## src/rtl/agen_pkg.sv

```systemverilog
package agen_pkg;
  localparam int unsigned ADDR_W = 32;
  localparam int unsigned REV_W  = 16;

  typedef struct packed {
    logic [ADDR_W-1:0] addr;
    logic [ADDR_W-1:0] ptr;
    logic              wb;
  } agen_res_t;
endpackage

```

## src/rtl/agen_brev.sv

```systemverilog
// Mirrors the low REV_W bits, passes the rest through.
module agen_brev #(
  parameter int unsigned W     = 32,
  parameter int unsigned REV_W = 16
) (
  input  logic [W-1:0] ptr_i,
  output logic [W-1:0] addr_o
);
  for (genvar i = 0; i < REV_W; i++) begin : g_rev
    assign addr_o[i] = ptr_i[REV_W-1-i];
  end
  if (W > REV_W) begin : g_hi
    assign addr_o[W-1:REV_W] = ptr_i[W-1:REV_W];
  end
endmodule

```

## src/rtl/agen_add.sv

```systemverilog
// Linear post-increment, wraps modulo 2^W.
module agen_add #(
  parameter int unsigned W = 32
) (
  input  logic [W-1:0] a_i,
  input  logic [W-1:0] b_i,
  output logic [W-1:0] sum_o
);
  assign sum_o = a_i + b_i;
endmodule

```

## src/rtl/agen_out_reg.sv

```systemverilog
module agen_out_reg
  import agen_pkg::*;
(
  input  logic      clk_i,
  input  logic      rst_ni,
  input  logic      en_i,
  input  agen_res_t d_i,
  output agen_res_t q_o
);
  always_ff @(posedge clk_i or negedge rst_ni) begin
    if (!rst_ni) begin
      q_o <= '0;
    end else begin
      q_o.wb <= en_i;
      if (en_i) begin
        q_o.addr <= d_i.addr;
        q_o.ptr  <= d_i.ptr;
      end
    end
  end
endmodule

```

## src/rtl/brev_agen.sv

```systemverilog
module brev_agen
  import agen_pkg::*;
(
  input  logic              clk_i,
  input  logic              rst_ni,
  input  logic              req_valid_i,
  input  logic [ADDR_W-1:0] ptr_i,
  input  logic [ADDR_W-1:0] mod_i,
  output logic [ADDR_W-1:0] addr_o,
  output logic [ADDR_W-1:0] ptr_next_o,
  output logic              wb_o
);
  agen_res_t res_d, res_q;

  // address comes from the pre-increment pointer
  agen_brev #(.W(ADDR_W), .REV_W(REV_W)) u_brev (
    .ptr_i  (ptr_i),
    .addr_o (res_d.addr)
  );

  agen_add #(.W(ADDR_W)) u_add (
    .a_i   (ptr_i),
    .b_i   (mod_i),
    .sum_o (res_d.ptr)
  );

  assign res_d.wb = req_valid_i;

  agen_out_reg u_oreg (
    .clk_i  (clk_i),
    .rst_ni (rst_ni),
    .en_i   (req_valid_i),
    .d_i    (res_d),
    .q_o    (res_q)
  );

  assign addr_o     = res_q.addr;
  assign ptr_next_o = res_q.ptr;
  assign wb_o       = res_q.wb;
endmodule

```

## config.mk

```make
export PLATFORM = sky130hd
export DESIGN_NAME = brev_agen
export DESIGN_NICKNAME = d
export VERILOG_FILES = /design/src/rtl/agen_pkg.sv /design/src/rtl/agen_brev.sv /design/src/rtl/agen_add.sv /design/src/rtl/agen_out_reg.sv /design/src/rtl/brev_agen.sv
export SDC_FILE = /design/constraint.sdc
export NUM_CORES = 1
export LEC_CHECK = 0
export ABC_AREA = 1
export BUFFER_PORTS_ARGS = -buffer_cell sky130_fd_sc_hd__buf_4
export CAP_MARGIN = 20
export CORE_MARGIN = 10
export CORE_UTILIZATION = 55
export CTS_BUF_LIST = sky130_fd_sc_hd__clkbuf_8 sky130_fd_sc_hd__clkbuf_16
export CTS_CLUSTER_DIAMETER = 50
export DETAILED_ROUTE_END_ITERATION = 10
export PLACE_DENSITY_LB_ADDON = 0.2
export SLEW_MARGIN = 20
export SYNTH_ARGS = -nofsm -noshare
export SYNTH_HDL_FRONTEND = slang
export SYNTH_SLANG_ARGS = --single-unit
```

## constraint.sdc

```tcl
create_clock -name clk_i -period 1.86 [get_ports clk_i]
set_clock_uncertainty 0.1 [all_clocks]
set_input_delay 0.093 -clock clk_i [delete_from_list [all_inputs] [get_ports clk_i]]
set_output_delay 0.093 -clock clk_i [all_outputs]
set_load 0.01 [all_outputs]
```

Word level (Yosys, flattened, before mapping)
Index checks and enable logic that the tools add are counted.

storage, ports and cells
  input bits = 67
  register bits = 65
  output and inout port bits = 65
  logic and storage cells = 4

operators by class
  add/subtract/negate cells = 1

operators with widths
  kind          number
  adder 32 bit  1

Logic depth before layout (Yosys ltp)
  word-level depth = 1
  mapped depth = 12
  depth with buffers taken out = 12

Hierarchy
A second synthesis with hierarchy kept.

unflattened totals
  cell total of the unflattened synthesis = 797
  area, all modules = 5096.1 um^2

by module, submodules not included
  module        cells each  seq. area each (um^2)  times used  area an instance (um^2)
  agen_out_reg  271         1626.6                 1           2471.1
  agen_add      494         0.0                    1           2384.8
  agen_brev     32          0.0                    1           240.2

Least setup slack after synthesis
No wires, ideal clock.

  path kind = in2reg
  start point = in ptr_i[0]
  end point = reg u_oreg.q_o[29] (netlist bit)
  stages = 10
  data required time = 1.643 ns
  setup slack = 0.207 ns
  data arrival time = 1.436 ns
  cells stage by stage = ha_1 -> fa_1 -> nand3_1 -> nand3_1 -> nand3_1 -> nand3_2 -> nand2_1 -> nand3_1 -> nand3_1 -> nand2_1

on the way
  word-level cells in the longest chain between the ends = 1

ends and longest elaborated chain
  item             RTL line           text
  start, declared  brev_agen.sv:7     input logic [ADDR_W-1:0] ptr_i,
  adder 32 bit     agen_add.sv:9      assign sum_o = a_i + b_i;
  end, declared    agen_out_reg.sv:8  output agen_res_t q_o

No other way between the ends.
A chain may end at the register's enable or synchronous reset.

Worst setup path after layout
  start point = in ptr_i[29]
  end point = reg u_oreg.q_o[31] (netlist bit)

Same word-level chain as after synthesis.

==> out/qor.yml <==
status:
  status: "finished, final reports clean"
layout:
  fin_util: 0.790
  mostFrequentLayoutCells: "nand2_1, buf_4, inv_1"
  largest_reg_flops: 65
  syn_to_final_growth_pct: 37.9
  final_common_cell: "nand2_1"
  layout.nets: 1024
  fin_cells: 1035
  final_layout_size_suffix_gt1_frac: 0.215
  diodes: 0
  multiInputGateArea_sq_um: 2740
  register_area_sq_um: 1630
  fillers: 581
  design_area_sq_um: 6590
  top_register: "u_oreg.q_o"
  top_regs: "u_oreg.q_o x65"
synth:
  synth_edf_count: 0
  syn-cell-area_sq_um: 4780
  yosys_warnings: 0
  synth_largest_area_cell: "dfrtp_1"
  synth.area.top_cells: "dfrtp_1, nand2_1, inv_1"
  synth-seq-area-share: 0.340
  ys_types: 29
  synth_top_area_frac: 0.340
  ys_ff_latch: 65
  ys_async_sr_fraction: 1.00
  ys.flop_type: "dfrtp_1"
  syn-num-nets: 845
  syn_avg_cell_area_sq_um: 6.40
  synth_cells: 746
placement:
  postPlaceCellArea_sq_um: 5980
  routabilityCongestion: 0.938
  placed_cells: 985
  port_buffers: 131
  hpwl_microns: 12200
clock_tree:
  htreeDepth: 3
  numCtsBuffers: 9
  root_buffer: "clkbuf_8"
  post_cts_buffers: 0
  clock_latency_ns: 0.34
  clock-sinks: 65
  clockBufferDepth: 2
  cts_tree: "yes"
  clk_pin_slew_ns: 0.08
power:
  p_leak_nw: 3.84
  peakVddDrop_v: 0.000527
  powerDensity_nw_per_um2: 709
timing:
  finalMaxSlewViolations: 0
  finalHoldViolCount: 0
  slew_headroom: 0.645
  finalCritPeriodShare: 0.949
  period_needed_ns: 1.77
  setup_viol_count_final: 0
  tightestPinTransition_ns: 0.533
  fmaxAchievable_mhz: 566
drt:
  viasPerCell: 5.20
  wire_per_inst_microns: 16.0
  antenna_left: 0
  via_count: 5384
  drt-total-wl_microns: 16600
  drc_errors: 0
  drtIter0Drc: 534
  dr.pass1.iters: 6
setup_path:
  slowest_delay_ns: 0.55
  ff2ff_setup_slack_ns: 1.06
  worstReg2RegEnd: "u_oreg.q_o[31]$_DFFE_PN0P_"
  crit_slowest_cell: "dlygate4sd3_1"
  cp.arrival_ns: 1.90
  critPathRequiredTime_ns: 1.99
  ff2ff_path_depth: 2
  start_kind: "input pin"
  crit_path_cell_trace: "dlygate4sd3_1, buf_4, ha_2, nand2_2, a21oi_1, nor2_1, nand2_1, a21oi_1, nand3_1, nand3_1, nand2_1"
  critPathMaxFanout: 4
  regToRegStartpoint: "u_oreg.q_o[31]$_DFFE_PN0P_"
  worstSetupPathType: "in -> reg"
  cp-end-kind: "flip-flop"
die:
  initial_utilization: 0.573
  fp.dieH_microns: 113
  dieArea_sq_um: 12800
  boundaryPins: 132
  core-area_sq_um: 8340
  die_w_microns: 113
  num_rows: 33
worst_hold_path:
  hp-start: "req_valid_i"
  min_to: "u_oreg.q_o[47]$_DFFE_PN0P_"
  min_path_cells: 4
  hold_path_class: "in -> reg"
run:
  cap_violations: 0
global_routing:
  met3_usage: 0.0629
  antenna_found_initial: 0
  grt_pass1_wl_microns: 26400
  first_global_vias: 5283
  met2_usage: 0.387
  globalRouteTotalUtil: 0.250
  overflow: 0
  met1_usage: 0.335
  top_usage_layer: "met2"
  grt_max_degree: 52
## per-layer routing
layer / vias to the layer above / share of wire
met5: - / 0
met4: 0 / 0.027
met3: 41 / 0.099
met2: 266 / 0.44
met1: 2444 / 0.43
li1: 2633 / -
## repair_timing
action,4_1_cts,5_1_grt
resized for setup,0,16
hold buffers,34,0
endpoints found under the setup margin,0,4
endpoints found under the hold margin,98,0
## worst max path at each step
stage | cells past startpoint | to | slack, ns | startpoint
3_3_place_gp | 11 | u_oreg.q_o[29]$_DFFE_PN0P_ | 0.01 | ptr_i[0]
6_report | 11 | u_oreg.q_o[31]$_DFFE_PN0P_ | 0.09 | ptr_i[29]
2_1_floorplan | 10 | u_oreg.q_o[29]$_DFFE_PN0P_ | 0.21 | ptr_i[0]
5_1_grt | 11 | u_oreg.q_o[31]$_DFFE_PN0P_ | -0.004 | ptr_i[29]
4_1_cts | 11 | u_oreg.q_o[32]$_DFFE_PN0P_ | 0.01 | ptr_i[28]
3_5_place_dp | 10 | u_oreg.q_o[17]$_DFFE_PN0P_ | -0.03 | ptr_i[0]
## per-stage QoR
| step | power (W) | setup WS, ns | TNS (ns) | hold slack (ns) |
|---|---|---|---|---|
| 3_5_place_dp | 0.00335 | -0.0260 | -0.0574 | -0.0697 |
| 4_1_cts | 0.00463 | 0.0112 | 0 | 0.00769 |
| 3_3_place_gp | 0.00331 | 0.0110 | 0 | -0.0874 |
| 6_report | 0.00467 | 0.0940 | 0 | 0.0267 |
| 2_1_floorplan | 0.00259 | 0.207 | 0 | -0.303 |
| 5_1_grt | 0.00495 | -0.00414 | -0.00414 | 0.0291 |
## cell usage after synthesis, drive strengths merged, types with 2 or more instances
cell type,count
a21oi,23
buf,6
clkbuf,8
clkinv,2
dfrtp,65
ha,31
inv,109
nand2,369
nand3,47
nand3b,3
nand4,3
nor2,41
nor3,3
o21ai,15
o21bai,3
xnor2,13
## logic make-up after synthesis
| family | count (synthesis) | synth area share |
|---|---|---|
| buffers and inverters | 125 | 0.0998 |
| AOI/OAI and AO/OA | 43 | 0.0485 |
| adders and majority gates | 32 | 0.0854 |
| and+or+nand+nor | 467 | 0.400 |
| DFF | 65 | 0.340 |
| xor gates and xnor gates | 14 | 0.0257 |
## cell type report
type                       instances  share of cell area
clock inverter                     7              0.0108
multi-input combinational        556               0.416
inverter                         111              0.0633
timing repair buffer             182               0.224
tap                              105              0.0199
sequential                        65               0.247
clock buffer                       9              0.0188
## power by group
part	internal (W)	leakage, nW	total [W]	switching [W]
clock	0.000616	0.0912	0.00123	0.000613
sequential	0.00160	0.788	0.00172	0.000123
combinational	0.000763	2.96	0.00172	0.000958
total	0.00298	3.84	0.00467	0.00169
## critical path, delay by kind of cell
| family | cells | cell delay [ns] |
|---|---|---|
| buf+inv | 2 | 0.70 |
| simple gates | 6 | 0.57 |
| fa+ha+maj | 1 | 0.30 |
| compound gates | 2 | 0.22 |
Note: power is estimated with default switching activity, not from simulation.
